`config.mk`:
```
export PLATFORM = sky130hd
export DESIGN_NAME = pwr_fast_seq
export DESIGN_NICKNAME = d
export VERILOG_FILES = /design/src/rtl/pwr_fast_pkg.sv /design/src/rtl/pwr_rst_merge.sv /design/src/rtl/pwr_lp_gate.sv /design/src/rtl/pwr_fast_fsm.sv /design/src/rtl/pwr_fast_seq.sv
export SDC_FILE = /design/constraint.sdc
export NUM_CORES = 1
export LEC_CHECK = 0
export ABC_AREA = 1
export BUFFER_PORTS_ARGS = -buffer_cell sky130_fd_sc_hd__buf_2
export CAP_MARGIN = 0
export CORE_UTILIZATION = 50
export CTS_BUF_LIST = sky130_fd_sc_hd__clkbuf_4
export DETAILED_ROUTE_END_ITERATION = 8
export PLACE_DENSITY = 0.93
export SYNTH_ARGS = -nofsm -noshare
export SYNTH_HDL_FRONTEND = slang
export SYNTH_SLANG_ARGS = --single-unit
```
`constraint.sdc`:
```
create_clock -name clk_i -period 2.55 [get_ports clk_i]
set_clock_uncertainty 0.1 [all_clocks]
set_input_delay 0 -clock clk_i [delete_from_list [all_inputs] [get_ports clk_i]]
set_output_delay 0 -clock clk_i [all_outputs]
set_load 0.02 [all_outputs]
```
`src/rtl/pwr_fast_pkg.sv`:
```
package pwr_fast_pkg;

  typedef enum logic [3:0] {
    ST_LOWPOWER,
    ST_LC_REL,
    ST_OTP_INIT,
    ST_LC_INIT,
    ST_CLK_ON,
    ST_STRAP,
    ST_ACK,
    ST_SYS_REL,
    ST_ACTIVE,
    ST_LP_CHECK,
    ST_LP_ABORT,
    ST_DN_CLK,
    ST_DN_RST
  } seq_state_e;

  typedef enum logic [1:0] {
    CAUSE_NONE     = 2'd0,
    CAUSE_LOWPOWER = 2'd1,
    CAUSE_RESET    = 2'd2
  } rst_cause_e;

endpackage

```
`src/rtl/pwr_rst_merge.sv`:
```
module pwr_rst_merge #(
  parameter int N_REQ = 4
) (
  input  logic             clk_i,
  input  logic             rst_ni,
  input  logic [N_REQ-1:0] req_i,
  input  logic [N_REQ-1:0] en_i,
  input  logic             esc_i,
  output logic [N_REQ:0]   reqs_o,
  output logic             any_o
);

  localparam int NW = N_REQ + 1;

  logic [NW-1:0] reqs_d, reqs_q;

  for (genvar g = 0; g < N_REQ; g++) begin : g_mask
    assign reqs_d[g] = req_i[g] & en_i[g];
  end
  assign reqs_d[N_REQ] = esc_i;

  always_ff @(posedge clk_i or negedge rst_ni) begin
    if (!rst_ni) reqs_q <= '0;
    else         reqs_q <= reqs_d;
  end

  assign reqs_o = reqs_q;
  assign any_o  = |reqs_q;

  // escalation ignores the enables
  p_esc_unmasked_r5: assert property (@(posedge clk_i) disable iff (!rst_ni)
    esc_i |=> reqs_o[N_REQ]);

endmodule

```
`src/rtl/pwr_lp_gate.sv`:
```
module pwr_lp_gate #(
  parameter int N_BUSY = 3
) (
  input  logic              core_sleep_i,
  input  logic [N_BUSY-1:0] busy_i,
  output logic              lp_ok_o
);

  assign lp_ok_o = core_sleep_i & ~(|busy_i);

endmodule

```
`src/rtl/pwr_fast_fsm.sv`:
```
module pwr_fast_fsm
  import pwr_fast_pkg::*;
(
  input  logic       clk_i,
  input  logic       rst_ni,
  input  logic       pwrup_req_i,
  input  logic       rst_any_i,
  input  logic       lp_req_i,
  input  logic       lp_ok_i,
  input  logic       lc_rst_src_i,
  input  logic       sys_rst_src_i,
  input  logic       otp_done_i,
  input  logic       lc_done_i,
  input  logic       clk_status_i,
  output logic       pwrup_ack_o,
  output logic       fast_down_o,
  output logic       lc_rst_req_o,
  output logic       sys_rst_req_o,
  output logic       otp_init_o,
  output logic       lc_init_o,
  output logic       clk_en_o,
  output logic       strap_o,
  output logic       lp_abort_o,
  output logic [1:0] rst_cause_o
);

  seq_state_e state_q, state_d;
  rst_cause_e cause_q, cause_d;
  logic       loop_q, loop_d;

  always_ff @(posedge clk_i or negedge rst_ni) begin
    if (!rst_ni) begin
      state_q <= ST_LOWPOWER;
      cause_q <= CAUSE_NONE;
      loop_q  <= 1'b0;
    end else begin
      state_q <= state_d;
      cause_q <= cause_d;
      loop_q  <= loop_d;
    end
  end

  always_comb begin
    state_d = state_q;
    cause_d = cause_q;
    loop_d  = loop_q;
    unique case (state_q)
      ST_LOWPOWER: if (pwrup_req_i || loop_q) begin
        state_d = ST_LC_REL;
        loop_d  = 1'b0;
      end
      ST_LC_REL:   if (!lc_rst_src_i)  state_d = ST_OTP_INIT;
      ST_OTP_INIT: if (otp_done_i)     state_d = ST_LC_INIT;
      ST_LC_INIT:  if (lc_done_i)      state_d = ST_CLK_ON;
      ST_CLK_ON:   if (clk_status_i)   state_d = ST_STRAP;
      ST_STRAP:                        state_d = ST_ACK;
      ST_ACK:                          state_d = ST_SYS_REL;
      ST_SYS_REL:  if (!sys_rst_src_i) state_d = ST_ACTIVE;
      ST_ACTIVE, ST_LP_CHECK, ST_LP_ABORT: begin
        // reset requests win over any low-power progress
        if (rst_any_i) begin
          state_d = ST_DN_CLK;
          cause_d = CAUSE_RESET;
          loop_d  = 1'b1;
        end else if (state_q == ST_ACTIVE) begin
          if (lp_req_i) state_d = ST_LP_CHECK;
        end else if (state_q == ST_LP_CHECK) begin
          if (lp_ok_i) begin
            state_d = ST_DN_CLK;
            cause_d = CAUSE_LOWPOWER;
          end else begin
            state_d = ST_LP_ABORT;
          end
        end else if (!lp_req_i) begin
          state_d = ST_ACTIVE;
        end
      end
      ST_DN_CLK:   if (!clk_status_i) state_d = ST_DN_RST;
      ST_DN_RST:   if (lc_rst_src_i && sys_rst_src_i && !otp_done_i && !lc_done_i)
                     state_d = ST_LOWPOWER;
      default:     state_d = ST_LOWPOWER;
    endcase
  end

  always_comb begin
    lc_rst_req_o  = 1'b0;
    sys_rst_req_o = 1'b0;
    otp_init_o    = 1'b1;
    lc_init_o     = 1'b1;
    clk_en_o      = 1'b0;
    strap_o       = 1'b0;
    pwrup_ack_o   = 1'b0;
    lp_abort_o    = 1'b0;
    fast_down_o   = 1'b0;
    unique case (state_q)
      ST_LOWPOWER, ST_DN_RST: begin
        lc_rst_req_o  = 1'b1;
        sys_rst_req_o = 1'b1;
        otp_init_o    = 1'b0;
        lc_init_o     = 1'b0;
        fast_down_o   = (state_q == ST_LOWPOWER);
      end
      ST_LC_REL: begin
        sys_rst_req_o = 1'b1;
        otp_init_o    = 1'b0;
        lc_init_o     = 1'b0;
      end
      ST_OTP_INIT: begin
        sys_rst_req_o = 1'b1;
        lc_init_o     = 1'b0;
      end
      ST_LC_INIT:  sys_rst_req_o = 1'b1;
      ST_CLK_ON: begin
        sys_rst_req_o = 1'b1;
        clk_en_o      = 1'b1;
      end
      ST_STRAP: begin
        sys_rst_req_o = 1'b1;
        clk_en_o      = 1'b1;
        strap_o       = 1'b1;
      end
      ST_ACK: begin
        sys_rst_req_o = 1'b1;
        clk_en_o      = 1'b1;
        pwrup_ack_o   = 1'b1;
      end
      ST_SYS_REL, ST_ACTIVE, ST_LP_CHECK: clk_en_o = 1'b1;
      ST_LP_ABORT: begin
        clk_en_o   = 1'b1;
        lp_abort_o = 1'b1;
      end
      default: ;
    endcase
  end

  assign rst_cause_o = cause_q;

  p_lc_init_after_otp_r2: assert property (@(posedge clk_i) disable iff (!rst_ni)
    $rose(lc_init_o) |-> $past(otp_done_i));

  p_otp_after_lc_rel_r2: assert property (@(posedge clk_i) disable iff (!rst_ni)
    $rose(otp_init_o) |-> (!lc_rst_req_o && $past(!lc_rst_src_i)));

  p_strap_after_clk_r3: assert property (@(posedge clk_i) disable iff (!rst_ni)
    $rose(strap_o) |-> $past(clk_status_i));

  p_ack_single_r4: assert property (@(posedge clk_i) disable iff (!rst_ni)
    pwrup_ack_o |=> !pwrup_ack_o);

  p_sys_rel_after_ack_r4: assert property (@(posedge clk_i) disable iff (!rst_ni)
    $fell(sys_rst_req_o) |-> $past(pwrup_ack_o));

  p_rst_after_clk_off_r6: assert property (@(posedge clk_i) disable iff (!rst_ni)
    $rose(sys_rst_req_o) |-> (!clk_en_o && $past(!clk_status_i)));

  p_abort_reason_r8: assert property (@(posedge clk_i) disable iff (!rst_ni)
    $rose(lp_abort_o) |-> $past(!lp_ok_i));

  p_cause_only_on_down_r10: assert property (@(posedge clk_i) disable iff (!rst_ni)
    !$stable(rst_cause_o) |-> !clk_en_o);

endmodule

```
`src/rtl/pwr_fast_seq.sv`:
```
module pwr_fast_seq #(
  parameter int N_RST_REQ = 4
) (
  input  logic                 clk_i,
  input  logic                 rst_ni,
  input  logic                 pwrup_req_i,
  output logic                 pwrup_ack_o,
  output logic                 fast_down_o,
  output logic                 lc_rst_req_o,
  input  logic                 lc_rst_src_i,
  output logic                 sys_rst_req_o,
  input  logic                 sys_rst_src_i,
  output logic                 otp_init_o,
  input  logic                 otp_done_i,
  output logic                 lc_init_o,
  input  logic                 lc_done_i,
  output logic                 clk_en_o,
  input  logic                 clk_status_i,
  output logic                 strap_o,
  input  logic                 sw_lp_req_i,
  input  logic                 core_sleep_i,
  input  logic                 otp_busy_i,
  input  logic                 lc_busy_i,
  input  logic                 flash_busy_i,
  output logic                 lp_abort_o,
  input  logic [N_RST_REQ-1:0] rst_req_i,
  input  logic [N_RST_REQ-1:0] rst_en_i,
  input  logic                 esc_rst_i,
  output logic [N_RST_REQ:0]   rst_reqs_o,
  output logic [1:0]           rst_cause_o
);

  localparam int N_BUSY = 3;

  logic              rst_any;
  logic              lp_ok;
  logic [N_BUSY-1:0] busy;

  assign busy = {flash_busy_i, lc_busy_i, otp_busy_i};

  pwr_rst_merge #(.N_REQ(N_RST_REQ)) u_merge (
    .clk_i  (clk_i),
    .rst_ni (rst_ni),
    .req_i  (rst_req_i),
    .en_i   (rst_en_i),
    .esc_i  (esc_rst_i),
    .reqs_o (rst_reqs_o),
    .any_o  (rst_any)
  );

  pwr_lp_gate #(.N_BUSY(N_BUSY)) u_gate (
    .core_sleep_i (core_sleep_i),
    .busy_i       (busy),
    .lp_ok_o      (lp_ok)
  );

  pwr_fast_fsm u_fsm (
    .clk_i         (clk_i),
    .rst_ni        (rst_ni),
    .pwrup_req_i   (pwrup_req_i),
    .rst_any_i     (rst_any),
    .lp_req_i      (sw_lp_req_i),
    .lp_ok_i       (lp_ok),
    .lc_rst_src_i  (lc_rst_src_i),
    .sys_rst_src_i (sys_rst_src_i),
    .otp_done_i    (otp_done_i),
    .lc_done_i     (lc_done_i),
    .clk_status_i  (clk_status_i),
    .pwrup_ack_o   (pwrup_ack_o),
    .fast_down_o   (fast_down_o),
    .lc_rst_req_o  (lc_rst_req_o),
    .sys_rst_req_o (sys_rst_req_o),
    .otp_init_o    (otp_init_o),
    .lc_init_o     (lc_init_o),
    .clk_en_o      (clk_en_o),
    .strap_o       (strap_o),
    .lp_abort_o    (lp_abort_o),
    .rst_cause_o   (rst_cause_o)
  );

endmodule

```
# After elaboration in Yosys (flattened, before gate mapping)
# Index checks and enable logic that the tools add are counted.
# op_classes
eq_ne	24
mux	31
bitwise_logic	6
n_reduce_logical	21
# op_table
cell	n
4-bit 2-to-1 mux	13
4-bit one-hot mux with 11 select lines	1
4-bit == test, second input constant	5
4-bit by 3-bit == test with 1-bit output, second input constant	4
2-bit inequality test, second input constant	8
1-bit 2-to-1 mux	12
10-bit AND reduction	1
3-bit OR reduction	3
4-bit by 2-bit == test with 1-bit output, second input constant	2
2-bit 2-to-1 mux	4
8-bit OR reduction	1
7-bit OR reduction	1
2-bit nonzero test	3
1-bit bitwise AND	5
5-bit by 3-bit inequality test with 1-bit output, second input constant	1
5-bit OR reduction	1
4-bit by 1-bit == test with 1-bit output, second input constant	1
4-bit logical NOT	1
2-bit by 1-bit inequality test with 1-bit output, second input constant	2
4-bit inequality test, second input constant	1
4-bit AND reduction	1
4-bit OR reduction	1
1-bit logical AND	3
3-bit AND reduction	1
other kinds (5)	6
# totals
regBits	12
input_bits	22
out_inout_bits	16
wordCells	86

# Longest topological paths before layout
# logic_depth
word_depth	8
mapped_depth	10
mapped_depth_nobuf	10

# Cells and area by module
# From an unflattened synthesis, not the netlist that was laid out.
# hier_totals
cells_unflattened	126
hier_area_um2	800.8
# by_module_without_submodules
module	instances	cells_per_inst	area_each_um2	seq_area_each_um2
pwr_fast_fsm	1	103	606.8	175.2
pwr_rst_merge	1	17	171.4	125.1
pwr_lp_gate	1	6	22.5	0.0

# Worst setup path after synthesis
# No wires, ideal clock.
# synth_timing
kind	reg2out
start	register u_fsm.state_q[3]
end	output port lc_init_o
arrival_ps	1521
required_ps	2450
setup_slack_ps	929
path_stages_with_launch	6
n_path_buf	0
path_cell_list	dfrtp_1 nor2_1 inv_1 a21oi_2 a21oi_1 o21a_1
# synth_between
elab_chain_len	3
elab_cells_between_ends	6
classes_between	eq/ne (3); mux (1); reduce/logical (2)
# synth_lines
item	line	source
start, declared	pwr_fast_fsm.sv:27	seq_state_e state_q, state_d;
start signal, assigned	pwr_fast_fsm.sv:37	state_q <= state_d;
4-bit by 1-bit == test with 1-bit output (tied with other cells)	pwr_fast_fsm.sv:95	unique case (state_q)
4-bit OR reduction (no source line) *	-	
1-bit 2-to-1 mux *	pwr_fast_fsm.sv:95	
end, declared	pwr_fast_seq.sv:15	output logic lc_init_o,
# Mark *: on every way between the ends. The rest lies on a longest branch, timed or not.

# Worst setup path in the final report
# Same ends and word-level chain as after synthesis.

==> results.rst <==
.. list-table::
   :header-rows: 1

   * - Metric
     - Value
   * - Status
     - finished, final reports clean
   * - Worst path required time
     - about 2.5 ns
   * - Cell Rows
     - 13
   * - Largest net degree at the start of global routing
     - 13
   * - Share of synthesized flip-flops with an asynchronous set or reset
     - 1.00
   * - Overall die area
     - 1740 sq um
   * - Number of instances in the placed design
     - 173
   * - Number of distinct library cell variants in the gate-level netlist after synthesis
     - 17
   * - Worst Setup End Kind
     - output pin
   * - Library cell used as clock root buffer
     - sky130_fd_sc_hd__clkbuf_4
   * - Worst VDD drop
     - 0.673 mV
   * - Critical register-to-register path startpoint
     - u_fsm.state_q[3]
   * - Initial DRC count
     - 36
   * - Power dissipated by switching net loads
     - between 500 and 600 uW
   * - PwrDens
     - around 1000 nW/um^2
   * - Post-Synthesis Cells
     - about 120
   * - M2 GR Usage
     - 0.381
   * - Vias in the first global route
     - between 800 and 900
   * - Share of power burned in the clock network
     - 0.114
   * - # setup viols final
     - 0
   * - Number of pins with negative max-slew slack in the final report
     - 0
   * - TNS Setup
     - 0 ns
   * - CP Launch Type
     - flip-flop
   * - Worst setup path category
     - flip-flop to output pin
   * - Worst Reg-to-Reg Cells
     - 8
   * - First-pass iteration count of the detailed router
     - 4
   * - Routed wirelength normalized by instance count
     - 11.0 um
   * - Top-area cell type share of the netlist area
     - 0.380
   * - Total wire length after detailed routing
     - roughly 2100 um
   * - Proportion of synthesized chip area in sequential cells
     - 0.380
   * - Max-Slew Margin vs Limit
     - 0.734
   * - Internal power of the cells
     - 536 uW
   * - Most area-consuming cells after synthesis
     - sky130_fd_sc_hd__dfrtp_1 38%, sky130_fd_sc_hd__nand2_1 17%, sky130_fd_sc_hd__nor2_1 10%, sky130_fd_sc_hd__inv_1 8.1%, sky130_fd_sc_hd__nand3_1 4.4%
   * - Maximum fanout count along the critical path
     - 7
   * - Number of levels in the clock H-tree
     - 1
   * - Total half-perimeter wirelength after legalization and detailed placement
     - ~1500 um
   * - Number of non-filler instances in the completed layout
     - ~190
   * - DRC violation count after routing
     - 0
   * - Fraction of layout cells with a size suffix above 1
     - 0.291
   * - Register-to-register path setup slack
     - 0.98 ns
   * - Antenna diodes
     - 0
   * - Remaining global-route overflow
     - 0
   * - Area Growth Syn to Fin
     - 41.8%
   * - Post-synthesis instance area
     - around 790 sq um
   * - Final net count
     - between 150 and 200
   * - CP Launch Point
     - u_fsm.state_q[3]
   * - Via density
     - slightly above 5
   * - Count of endpoints failing hold in the final timing report
     - 0
   * - Overall routing resource usage
     - 0.243
   * - Library cell with the largest summed area after synthesis
     - sky130_fd_sc_hd__dfrtp_1
   * - Chip Height
     - 41.8 um
   * - Flip-flop cell with the highest count after synthesis
     - sky130_fd_sc_hd__dfrtp_1
   * - Maximum capacitance violations
     - 0
   * - Arrival time worst endpoint
     - about 1.7 ns
   * - Min-Delay Path Class
     - primary input to asynchronous set/reset pin
   * - Flop and latch count out of synthesis
     - 12
   * - Reg-to-reg critical path endpoint
     - u_fsm.state_q[2]
   * - Library cell with the highest instance count after synthesis
     - sky130_fd_sc_hd__nand2_1
   * - Number of flops mapped to enable cells by yosys
     - 0
   * - Setup repair after global routing missed its margin
     - false
   * - Measured slew at the worst slew-check pin
     - 0.398 ns
   * - Net count after synthesis
     - about 140
   * - Grt met1 use
     - 0.316
   * - Share of total power in combinational logic
     - 0.627
   * - Average size of a mapped cell
     - 6.54 sq um
   * - First-pass GRT wire length
     - around 3300 um
   * - Switching share of power
     - 0.522
   * - Reg clk slew, reported paths
     - approximately 0.080 ns
   * - Clock latency on the worst-skew pair
     - around 0.28 ns
   * - Buffers added on ports
     - 37
   * - Worst hold margin
     - 0.0151 ns
   * - Static leakage
     - ~0.68 nW
   * - Core footprint
     - 1380 sq um
   * - Met3 GRT Util
     - 0.0826
   * - Post-detailed-route count of antenna-violating nets
     - 0
   * - CTS tree
     - done
   * - Commonest cells post-synth
     - 36 x sky130_fd_sc_hd__nand2_1, 21 x sky130_fd_sc_hd__nor2_1, 17 x sky130_fd_sc_hd__inv_1
   * - Starting Density
     - 0.572
   * - Die width
     - around 42 um
   * - Fmax achieved
     - roughly 0.54 GHz
   * - Number of top-level pins
     - 38
   * - Antenna violations before repair
     - 0
   * - Finished Core Util
     - 0.811
   * - Count of cells resized by post-cts repair
     - 0
   * - CP endpoint
     - lc_init_o
   * - Layer carrying the most global-route usage
     - met2
   * - Total number of clock tree sinks
     - 12
   * - TritonCTS buffer count
     - 3
   * - Final Critical Period
     - 1.84 ns
   * - Post-route clock period utilization
     - 0.722
   * - Portion of total power attributed to sequential cells
     - 0.258
   * - Total number of yosys warnings
     - 0
   * - Number of buffers on the longest clock path
     - 2
   * - Routability congestion estimate from global placement
     - between 0.9 and 1
   * - Count of vias placed by the detailed router
     - 946
layout make-up:
class | instances | area (sq um)
repair buffers | 47 | 285
fillers | 92 | 262
inverters | 18 | 67.6
well taps | 15 | 18.8
flip-flops and latches | 12 | 300
clock inverters | 1 | 3.75
multi-input cells | 91 | 423
clock buffers | 3 | 22.5
layout by cell type (no fill, tap or decap), types with 2 or more instances in the layout:
| cell | Yosys | layout |
|---|---|---|
| sky130_fd_sc_hd__nor2_2 | 5 | 5 |
| sky130_fd_sc_hd__o21bai_1 | 4 | 4 |
| sky130_fd_sc_hd__o21a_1 | 2 | 2 |
| sky130_fd_sc_hd__dlygate4sd3_1 | 0 | 10 |
| sky130_fd_sc_hd__clkbuf_4 | 0 | 3 |
| sky130_fd_sc_hd__nand3b_1 | 3 | 3 |
| sky130_fd_sc_hd__buf_2 | 0 | 37 |
| sky130_fd_sc_hd__nand2_2 | 3 | 3 |
| sky130_fd_sc_hd__o21ai_0 | 5 | 5 |
| sky130_fd_sc_hd__nor2_1 | 21 | 21 |
| sky130_fd_sc_hd__nand3_1 | 7 | 7 |
| sky130_fd_sc_hd__nand2_1 | 36 | 36 |
| sky130_fd_sc_hd__inv_1 | 17 | 17 |
| sky130_fd_sc_hd__dfrtp_1 | 12 | 12 |
critical path, cell delays in order, from the launching register on:
cell and delay (ns):
sky130_fd_sc_hd__dfrtp_1 0.44, sky130_fd_sc_hd__nor2_1 0.36, sky130_fd_sc_hd__inv_1 0.17, sky130_fd_sc_hd__a21oi_2 0.16
sky130_fd_sc_hd__a21oi_1 0.06, sky130_fd_sc_hd__o21a_1 0.12, sky130_fd_sc_hd__buf_2 0.16
worst min path at each step:
| stage | startpoint | endpoint | slack (ns) | depth (start not counted) |
|---|---|---|---|---|
| global route | rst_ni | u_fsm.rst_cause_o[0] | 0.04 | 2 |
| CTS | rst_ni | u_fsm.loop_q | 0.02 | 2 |
| finish | rst_ni | u_fsm.loop_q | 0.02 | 2 |
| detailed placement | rst_ni | u_fsm.rst_cause_o[1] | -0.21 | 1 |
| global placement | rst_ni | u_fsm.loop_q | -0.21 | 1 |
| floorplan | rst_ni | u_fsm.loop_q | -0.40 | 0 |
logic make-up (layout without fill, tap and decap cells):
kind of cell	Yosys count	count (layout)	share of synthesized area
flip-flops	12	12	0.380
AO/OA/AOI/OAI	15	15	0.122
buffers and inverters	18	69	0.0854
AND/OR/NAND/NOR	76	76	0.413
flip-flops by register name (all words and copies together) (netlist names):
name and count:
u_fsm.state_q 4, u_fsm.rst_cause_o 2, u_fsm.loop_q 1, u_merge.reqs_o 5
metal layers:
layer / up-vias / share of wire
met5: - / 0
met4: 0 / 0.010
met3: 4 / 0.071
met2: 38 / 0.47
met1: 422 / 0.45
li1: 482 / -
power by group through the flow:
stage               logic (mW)  registers [mW]  clock network [mW]
floorplan                0.473           0.312                   0
global placement         0.670           0.291                   0
detailed placement       0.679           0.295                   0
CTS                      0.697           0.291               0.132
global route             0.777           0.299               0.136
finish                   0.703           0.290               0.128
per-stage QoR:
| step | instance area, sq um | power, mW | setup WS (ns) |
|---|---|---|---|
| 2_1_floorplan | 791 | 0.785 | 0.929 |
| 3_3_place_gp | 995 | 0.961 | 1.09 |
| 3_5_place_dp | 995 | 0.974 | 1.02 |
| 4_1_cts | 1120 | 1.12 | 0.728 |
| 5_1_grt | 1120 | 1.21 | 0.572 |
| 6_report | 1120 | 1.12 | 0.708 |
timing repair:
action / in CTS / in global routing
buffers inserted: 0 / 0
endpoints found under the hold margin: 17 / 0
hold buffers: 10 / 0
Note: power is estimated with default switching activity, not from simulation.
